### src/rtl/br_pkg.sv
// Package: shared encodings for the short branch format.
// Assumes a 16-bit halfword with a 2-bit format prefix, a 4-bit opcode
// and a 10-bit halfword displacement.
package br_pkg;
    localparam int INSTR_W = 16;
    localparam int OP_W    = 4;
    localparam int DISP_W  = 10;
    localparam int CC_W    = 5;

    // Position of each flag in the compare vector.
    localparam int CC_EQ  = 0;
    localparam int CC_LTS = 1;
    localparam int CC_GTS = 2;
    localparam int CC_LTU = 3;
    localparam int CC_GTU = 4;

    localparam logic [1:0] FMT_BRANCH = 2'b11;

    typedef enum logic [OP_W-1:0] {
        OP_EQ  = 4'd0,
        OP_NE  = 4'd1,
        OP_LT  = 4'd2,
        OP_GT  = 4'd3,
        OP_LTU = 4'd4,
        OP_GTU = 4'd5,
        OP_GE  = 4'd6,
        OP_LE  = 4'd7,
        OP_GEU = 4'd8
    } br_op_e;

    localparam logic [OP_W-1:0] OP_LAST = 4'd8;
endpackage

### src/rtl/br_decode.sv
// Module: br_decode
// Splits a halfword into format match, opcode and displacement.
// Assumes the branch format is marked by FMT_BRANCH in bits [15:14].
module br_decode
    import br_pkg::*;
(
    input  logic [INSTR_W-1:0] instr,
    output logic               is_branch,
    output logic [OP_W-1:0]    opcode,
    output logic [DISP_W-1:0]  disp
);
    // Field extraction and format match.
    always_comb begin
        is_branch = (instr[INSTR_W-1 -: 2] == FMT_BRANCH);
        opcode    = instr[DISP_W +: OP_W];
        disp      = instr[DISP_W-1:0];
    end
endmodule

### src/rtl/br_cond.sv
// Module: br_cond
// Evaluates a branch opcode against the compare flag vector.
// Assumes the flags came from a single earlier compare; opcodes past
// OP_LAST report known = 0 and hit = 0.
module br_cond
    import br_pkg::*;
(
    input  logic [OP_W-1:0] opcode,
    input  logic [CC_W-1:0] cc,
    output logic            known,
    output logic            hit
);
    logic eq, lts, gts, ltu, gtu;

    // Unpack the flag vector into named terms.
    always_comb begin
        eq  = cc[CC_EQ];
        lts = cc[CC_LTS];
        gts = cc[CC_GTS];
        ltu = cc[CC_LTU];
        gtu = cc[CC_GTU];
    end

    // Condition select by opcode.
    always_comb begin
        known = 1'b1;
        case (opcode)
            OP_EQ:   hit = eq;
            OP_NE:   hit = !eq;
            OP_LT:   hit = lts;
            OP_GT:   hit = gts;
            OP_LTU:  hit = ltu;
            OP_GTU:  hit = gtu;
            OP_GE:   hit = gts | eq;
            OP_LE:   hit = lts | eq;
            OP_GEU:  hit = gtu | eq;
            default: begin
                hit   = 1'b0;
                known = 1'b0;
            end
        endcase
    end
endmodule

### src/rtl/br_target.sv
// Module: br_target
// Forms pc + (sign-extended displacement << 1).
// Assumes ADDR_W > DISP_W + 1; the sum wraps modulo 2^ADDR_W.
module br_target
    import br_pkg::*;
#(
    parameter int ADDR_W = 32
) (
    input  logic [ADDR_W-1:0] pc,
    input  logic [DISP_W-1:0] disp,
    output logic [ADDR_W-1:0] dest
);
    localparam int EXT_W = ADDR_W - DISP_W - 1;

    logic [ADDR_W-1:0] offset;

    // Sign-extend and scale the halfword count to bytes.
    always_comb offset = {{EXT_W{disp[DISP_W-1]}}, disp, 1'b0};

    // Add the byte offset to the instruction address.
    always_comb dest = pc + offset;
endmodule

### src/rtl/br_resolve.sv
// Module: br_resolve (top)
// One registered stage that decodes a short branch halfword and reports
// taken, target and unused-opcode status a cycle after in_vld.
// Assumes synchronous active-low reset; target holds when idle.
module br_resolve
    import br_pkg::*;
#(
    parameter int ADDR_W = 32
) (
    input  logic                clk,
    input  logic                rst_n,
    input  logic                in_vld,
    input  logic [INSTR_W-1:0]  instr,
    input  logic [ADDR_W-1:0]   pc,
    input  logic [CC_W-1:0]     cc,
    output logic                out_vld,
    output logic                taken,
    output logic [ADDR_W-1:0]   target,
    output logic                bad_op
);
    logic              is_branch;
    logic [OP_W-1:0]   opcode;
    logic [DISP_W-1:0] disp;
    logic              known;
    logic              hit;
    logic [ADDR_W-1:0] dest;

    br_decode u_dec (
        .instr     (instr),
        .is_branch (is_branch),
        .opcode    (opcode),
        .disp      (disp)
    );

    br_cond u_cond (
        .opcode (opcode),
        .cc     (cc),
        .known  (known),
        .hit    (hit)
    );

    br_target #(.ADDR_W(ADDR_W)) u_tgt (
        .pc   (pc),
        .disp (disp),
        .dest (dest)
    );

    // Valid strobe and qualified status bits.
    always_ff @(posedge clk) begin
        if (!rst_n) begin
            out_vld <= 1'b0;
            taken   <= 1'b0;
            bad_op  <= 1'b0;
        end else begin
            out_vld <= in_vld;
            taken   <= in_vld & is_branch & known & hit;
            bad_op  <= in_vld & is_branch & !known;
        end
    end

    // Target capture only on accepted inputs.
    always_ff @(posedge clk) begin
        if (!rst_n)
            target <= '0;
        else if (in_vld)
            target <= dest;
    end
endmodule

### config.mk
export PLATFORM = sky130hd
export DESIGN_NAME = br_resolve
export DESIGN_NICKNAME = d
export VERILOG_FILES = /design/src/rtl/br_pkg.sv /design/src/rtl/br_decode.sv /design/src/rtl/br_cond.sv /design/src/rtl/br_target.sv /design/src/rtl/br_resolve.sv
export SDC_FILE = /design/constraint.sdc
export NUM_CORES = 1
export LEC_CHECK = 0
export ABC_AREA = 1
export BUFFER_PORTS_ARGS = -buffer_cell sky130_fd_sc_hd__buf_4
export CAP_MARGIN = 40
export CORE_MARGIN = 2
export CORE_UTILIZATION = 59
export CTS_CLUSTER_SIZE = 20
export DETAILED_ROUTE_END_ITERATION = 12
export HOLD_SLACK_MARGIN = 0.03
export PLACE_DENSITY = 0.84
export SYNTH_ARGS = -nofsm -noshare
export SYNTH_HDL_FRONTEND = slang
export SYNTH_SLANG_ARGS = --single-unit
### constraint.sdc
create_clock -name clk -period 3.3 [get_ports clk]
set_input_delay 0.495 -clock clk [delete_from_list [all_inputs] [get_ports clk]]
set_output_delay 0.495 -clock clk [all_outputs]
set_load 0.02 [all_outputs]
==> results.sh, run 1 <==
export IMPL_placed_instance_count=803
export IMPL_dr_first_iter_drc_count=312
export IMPL_port_buffers=90
export IMPL_rsz0062_at_grt="no"
export IMPL_grt_total_usage=0.3090
export IMPL_drv_max_cap_violation_count=0
export IMPL_syn_inst=647
export IMPL_ys_warnings_count=0
export IMPL_cts_clk_slew_worst_paths_ps=70
export IMPL_clk_root_buffer_cell="clkbuf_8"
export IMPL_antenna_found_initial=0
export IMPL_postCtsSetupRepairBufs=0
export IMPL_detailedRoute_firstPassIterationCount=5
export IMPL_clock_skew_final_ps=0
export IMPL_average_instance_area_after_synthesis_um2=5.600
export IMPL_final_seq_area_um2=700.7
export IMPL_proportion_of_synthesized_chip_area_in_sequential_cells=0.1934
export IMPL_num_io_pins=91
export IMPL_hold_path_startpoint="pc[0]"
export IMPL_grt_pass1_wl_mm=16.24
export IMPL_via_count_of_the_first_global_routing_pass=3673
export IMPL_holdBufCountCts=0
export IMPL_floorplan_die_width_um=82.37
export IMPL_multi_input_comb_area_mm2=0.002392
export IMPL_min_delay_path_class="in -> reg"
export IMPL_hold_path_endpoint="target[0]"
export IMPL_setup_violations=0
export IMPL_startpoint_to_endpoint_class_of_the_critical_path="in -> reg"
export IMPL_deepest_level_of_the_cts_h_tree=2
export IMPL_fillers=522
export IMPL_critPathLaunchType="input pin"
export IMPL_core_area_mm2=0.005921
export IMPL_yosys_cell_types_count=29
export IMPL_worst_hold_slack_ps=427.6
export IMPL_power_static_leakage_nw=2.720
export IMPL_syn_num_nets=734
export IMPL_placement_rows=28
export IMPL_syn_area_mm2=0.003623
export IMPL_clock_path_buffers=2
export IMPL_gp_routability_congestion=0.9782
export IMPL_post_layout_nonfiller_instances=811
export IMPL_finalCriticalPeriod_ps=2085
export IMPL_nNetsFinal=822
export IMPL_dpl_hpwl_mm=8.538
export IMPL_power_ir_vdd_worst_mv=0.3416
export IMPL_cp_end_kind="flip-flop"
export IMPL_drive_gt1_frac=0.1603
export IMPL_insertion_delay_ps=290
export IMPL_rr_endpoint="target[9]"
export IMPL_drt_drc_violations_left=0
export IMPL_ys_dominant_reg_cell="dfxtp_1"
export IMPL_vias_per_cell=5.216
export IMPL_timing_critical_path_required_ps=3490
export IMPL_post_drt_wl_per_cell_um=12.65
export IMPL_yosys_register_bits=35
export IMPL_final_min_period_over_clock_period=0.6318
export IMPL_worst_r2r_startpoint="target[9]"
export IMPL_totalNegativeSetupSlack_ps=0
export IMPL_max_slew_margin=0.6868
export IMPL_fp_dieArea_mm2=0.006784
export IMPL_globalRoute_totalOverflow=0
export IMPL_die_h_um=82.37
export IMPL_cts_repair_resize_count=0
export IMPL_clock_tree_from_tritoncts="done"
export IMPL_final_antenna_net_count=0
export IMPL_antenna_cells_inserted=0
export IMPL_routed_via_count=4230
export IMPL_worstMarginPinSlew_ps=469.2
export IMPL_cts_inserted_buffers=5
export IMPL_detail_route_wirelength_mm=10.26
export IMPL_finalHoldViolations=0
export IMPL_outcome="finished, final reports clean"
export IMPL_cp_arrival_ps=2280
export IMPL_grt_start_max_net_pins=38
export IMPL_async_flop_share=0
export IMPL_number_of_enable_type_register_cells_in_the_synthesized_netlist=0
export IMPL_cts_num_sinks=35
export IMPL_timing_fmax_mhz=479.6
export IMPL_worst_path_max_fanout=22
export IMPL_power_density_mw_per_mm2=351.1
export IMPL_layout_overhead_on_the_synthesized_area_pct=22.69
export IMPL_worst_hold_path_num_cells=3
export IMPL_reg2reg_setup_slack_ps=2570
export IMPL_finalMaxSlewViolations=0
export IMPL_reg2regPathDepth=4
export IMPL_initial_core_util=0.6120
==> layout make-up <==
cell class / count / area share
clock buffer: 6 / 0.01858
clock inverter: 2 / 0.007881
multi-input combinational: 479 / 0.5381
tap: 75 / 0.02111
sequential: 35 / 0.1576
timing repair buffer: 90 / 0.1520
inverter: 124 / 0.1047
==> worst max-delay path by stage <==
stage,startpoint,end,slack (ps)
floorplan,instr[0],target[25],1340
global placement,instr[9],target[26],1030
detailed placement,instr[9],target[21],990
CTS,instr[9],target[29],1260
global route,instr[9],target[29],1080
finish,instr[9],target[29],1220
==> cell usage in the layout (no fill, tap or decap) <==
master,count
a21o_1,1
a21oi_1,25
and2_1,2
buf_4,90
bufinv_16,1
clkbuf_8,6
clkinv_2,1
dfxtp_1,35
fa_1,1
ha_1,30
inv_1,124
nand2_1,219
nand2_2,8
nand3_1,54
nand3_2,3
nand4_1,4
nor2_1,78
nor2_2,7
nor2_4,1
nor3_2,1
o211ai_1,1
o21ai_0,20
o21ai_1,4
o21bai_1,3
o22ai_1,1
xnor2_1,9
xor2_1,7
==> cells in the mapped netlist (2+ instances only) <==
| cell | instances | area, µm² |
|---|---|---|
| clkbuf_1 | 4 | 15.01 |
| o21ai_1 | 4 | 20.02 |
| xor2_1 | 7 | 61.31 |
| nor2_2 | 7 | 43.79 |
| nand3_2 | 3 | 30.03 |
| nand2_1 | 219 | 822.0 |
| ha_1 | 30 | 375.4 |
| o21ai_0 | 20 | 100.1 |
| nand2_2 | 8 | 50.05 |
| nor2_1 | 78 | 292.8 |
| inv_1 | 124 | 465.5 |
| nand3_1 | 54 | 270.3 |
| and2_1 | 2 | 12.51 |
| dfxtp_1 | 35 | 700.7 |
| o21bai_1 | 3 | 22.52 |
| nand4_1 | 4 | 25.02 |
| xnor2_1 | 9 | 78.83 |
| a21oi_1 | 25 | 125.1 |
==> worst max-delay path: stages <==
cell and delay, ps:
buf_4 200, ha_1 430, nand2_2 160, inv_1 50, a21oi_1 330, nand3_2 180
nand2_1 110, nand2_1 60, nand2_1 60, nand3_1 70, nand2_1 100, inv_1 40
==> logic make-up (layout without fill, tap and decap cells) <==
group / after synthesis / in the layout / share of synthesized area
flip-flops: 35 / 35 / 0.1934
adder cells (fa/ha/maj): 31 / 31 / 0.1091
AND/OR/NAND/NOR: 377 / 377 / 0.4327
buffers and inverters: 133 / 222 / 0.1464
AO/OA/AOI/OAI: 55 / 55 / 0.07977
XOR/XNOR: 16 / 16 / 0.03868
==> state kept, by name (all words and copies together), names as in the netlist <==
register,flops
bad_op,1
taken,1
out_vld,1
target,32
==> metal layers <==
metal / global-route usage / vias to the layer above / wire [µm] / share of wire
met2: 0.5194 / 205 / 4582 / 0.45
met1: 0.4125 / 1859 / 4409 / 0.43
li1: - / 2149 / - / -
met5: 0 / - / 0 / 0
met4: 0.08333 / 0 / 171 / 0.017
met3: 0.04348 / 17 / 1093 / 0.11
==> metrics by stage <==
stage          total power, mW  setup WS, ps  utilization  instance area [µm²]
5_1_grt                  1.656          1083       0.7508                 4446
4_1_cts                  1.551          1256       0.7508                 4446
2_1_floorplan           0.9272          1339            -                 3623
3_3_place_gp             1.138          1032       0.7310                 4328
6_report                 1.561          1215       0.7508                 4446
3_5_place_dp             1.154         986.0       0.7310                 4328
==> power breakdown <==
part,switching (mW),internal (mW)
combinational,0.413,0.260
sequential,0.0233,0.463
clock,0.157,0.244
total,0.594,0.967
No activity file was read; power rests on OpenSTA's default activity.
==> inputs of run 2 (changes only) <==
- CORE_UTILIZATION: 59 -> 49
- PLACE_DENSITY: 0.84 -> 0.74
- clock period: 3.3 -> 1.9 ns (I/O delays scaled with it)
==> run 2 against run 1 <==
Net effect: hold slack got worse by 200 ps; combinational power increased by 86%; worst setup slack got worse by 1100 ps; register-to-register slack got worse by 1400 ps; core utilization decreased by 10 points; sequential power increased by 74%; clock skew unchanged; count of clock-buffer cells in the layout decreased by 1; clock power increased by 33%; non-clock buffer count increased by 30; critical path depth unchanged; final cell count increased by 6.7%.
==> results.sh, run 2 (synthesized netlist as in run 1, its figures left out) <==
export IMPL_outcome="finished, final reports clean"
export IMPL_placement_rows=31
export IMPL_registers_top_by_ff_count="target"
export IMPL_critPathLaunchType="input pin"
export IMPL_reg2reg_setup_slack_ps=1170
export IMPL_power_share_combinational=0.476
export IMPL_net_sw_frac=0.3992
export IMPL_layout_common_cells="nand2_1 (219), inv_1 (124), buf_4 (119)"
export IMPL_clk_root_buffer_cell="clkbuf_8"
export IMPL_power_static_leakage_nw=2.841
export IMPL_startpoint_to_endpoint_class_of_the_critical_path="in -> reg"
export IMPL_max_slew_margin=0.6643
export IMPL_finalMaxSlewViolations=0
export IMPL_grt_total_usage=0.2585
export IMPL_vias_per_cell=4.866
export IMPL_power_ir_vdd_worst_mv=0.2840
export IMPL_port_buffers=90
export IMPL_reg2regPathDepth=4
export IMPL_fin_area_mm2=0.004681
export IMPL_drive_gt1_frac=0.1958
export IMPL_placed_instance_count=857
export IMPL_finalCriticalPeriod_ps=1739
export IMPL_min_delay_path_class="in -> reg"
export IMPL_power_density_mw_per_mm2=563.2
export IMPL_crit_chain="buf_6 > ha_2 > nand2_2 > nor2_2 > and2_1 > nand2_1 > nand2_2 > nand2_1 > nand3_1 > nand3_1 > nand2_1 > inv_1"
export IMPL_antenna_cells_inserted=0
export IMPL_worst_r2r_startpoint="target[6]"
export IMPL_rr_endpoint="target[6]"
export IMPL_critical_path_buf_inv_count=2
export IMPL_rsz0062_at_grt="no"
export IMPL_post_layout_nonfiller_instances=865
export IMPL_hold_path_startpoint="pc[0]"
export IMPL_cell_occurring_most_often_along_the_worst_timing_path="nand2_1"
export IMPL_worst_path_dominant_cell_family="simple AND/OR/NAND/NOR gates"
export IMPL_gp_routability_congestion=0.9314
export IMPL_cp_arrival_ps=1920
export IMPL_largest_register_ff_count=32
export IMPL_postCtsSetupRepairBufs=0
export IMPL_clock_path_buffers=2
export IMPL_detailedRoute_firstPassIterationCount=4
export IMPL_reported_net_switching_power_mw=1.052
export IMPL_clock_skew_final_ps=0
export IMPL_deepest_level_of_the_cts_h_tree=2
export IMPL_die_h_um=90.00
export IMPL_final_core_utilization=0.6488
export IMPL_cp_slowest_stage_delay_ps=400
export IMPL_hold_path_endpoint="target[0]"
export IMPL_final_common_cell="nand2_1"
export IMPL_cpMaxStageDelayCell="ha_2"
export IMPL_standard_cell_area_after_detailed_placement_mm2=0.004583
export IMPL_num_io_pins=91
export IMPL_cts_num_sinks=35
export IMPL_timing_critical_path_required_ps=2080
export IMPL_layout_overhead_on_the_synthesized_area_pct=29.18
export IMPL_cp_end_kind="flip-flop"
export IMPL_worstMarginPinSlew_ps=502.9
export IMPL_detail_route_wirelength_mm=10.50
export IMPL_nNetsFinal=852
export IMPL_globalRoute_totalOverflow=0
export IMPL_cts_inserted_buffers=5
export IMPL_final_antenna_net_count=0
export IMPL_worst_hold_path_num_cells=3
export IMPL_power_clock_fraction=0.203
export IMPL_grt_pass1_wl_mm=17.39
export IMPL_finalHoldViolations=0
export IMPL_drv_max_cap_violation_count=0
export IMPL_timing_fmax_mhz=575.1
export IMPL_seqPwrFrac=0.321
export IMPL_grt_start_max_net_pins=26
export IMPL_cts_clk_slew_worst_paths_ps=70
export IMPL_totalNegativeSetupSlack_ps=0
export IMPL_antenna_found_initial=0
export IMPL_floorplan_die_width_um=90.00
export IMPL_worst_hold_slack_ps=223.4
export IMPL_post_drt_wl_per_cell_um=12.14
export IMPL_fp_dieArea_mm2=0.008099
export IMPL_internal_power_mw=1.584
export IMPL_initial_core_util=0.5023
export IMPL_routed_via_count=4209
export IMPL_insertion_delay_ps=280
export IMPL_worst_path_max_fanout=19
export IMPL_setup_violations=0
export IMPL_final_min_period_over_clock_period=0.9151
export IMPL_drt_drc_violations_left=0
export IMPL_via_count_of_the_first_global_routing_pass=3863
export IMPL_clock_tree_from_tritoncts="done"
export IMPL_dr_first_iter_drc_count=219
export IMPL_core_area_mm2=0.007214
export IMPL_dpl_hpwl_mm=8.880
run 2: changes by cell type in the layout (fill, tap and decap cells not counted), sizes merged:
| cell | change |
|---|---|
| buf | +30 |
| bufinv | -1 |
| clkbuf | -1 |
| clkinvlp | +2 |
run 2: how the worst max path moves through the flow:
stage | cells past startpoint | slack, ps | to | from
after floorplan | 12 | 150 | target[25] | instr[0]
after global placement | 12 | -110 | target[22] | instr[9]
after detailed placement | 12 | -200 | target[22] | instr[9]
after CTS | 12 | 90 | target[22] | instr[9]
after global routing | 14 | 10 | target[22] | instr[8]
final | 12 | 160 | target[22] | instr[9]
run 2: final cells by class:
class	instances	area (µm²)
Clock buffer	5	68.82
Clock inverter	3	20.02
Fill cell	711	2534
Inverter	124	465.4
Multi-Input combinational cell	479	2397
Sequential cell	35	700.7
Tap cell	99	123.9
Timing Repair Buffer	120	904.6
run 2: power groups by stage:
stage               Clock (mW)  Combinational (mW)  Sequential, mW
floorplan                    0               0.670           0.940
global placement             0                1.21           0.860
detailed placement           0                1.24           0.862
CTS                      0.547                1.24           0.846
global route             0.578                1.38           0.853
finish                   0.535                1.25           0.846
run 2: per-stage QoR:
step	setup WS [ps]	total power [mW]
finish	161.3	2.636
CTS	92.98	2.634
global placement	-111.8	2.073
detailed placement	-204.1	2.098
global route	13.58	2.816
floorplan	148.6	1.610
run 2: worst register-to-register path: stages, from the launching register on:
cell	delay (ps)
dfxtp_1	330
nor2_1	100
nor2_1	50
o21ai_0	90
inv_1	60
run 2: what timing repair did:
item,4_1_cts,5_1_grt
endpoints found under the setup margin,0,2
hold buffers,0,0
endpoints found under the hold margin,0,0
resized for setup,0,3
run 2: metal layers:
metal  track usage  share of wire  vias to the layer above
met4       0.05769          0.011                        0
met2        0.4356           0.45                      127
met3       0.03101          0.056                       12
met1        0.3560           0.48                     1859
li1              -              -                     2211
met5             0              0                        -
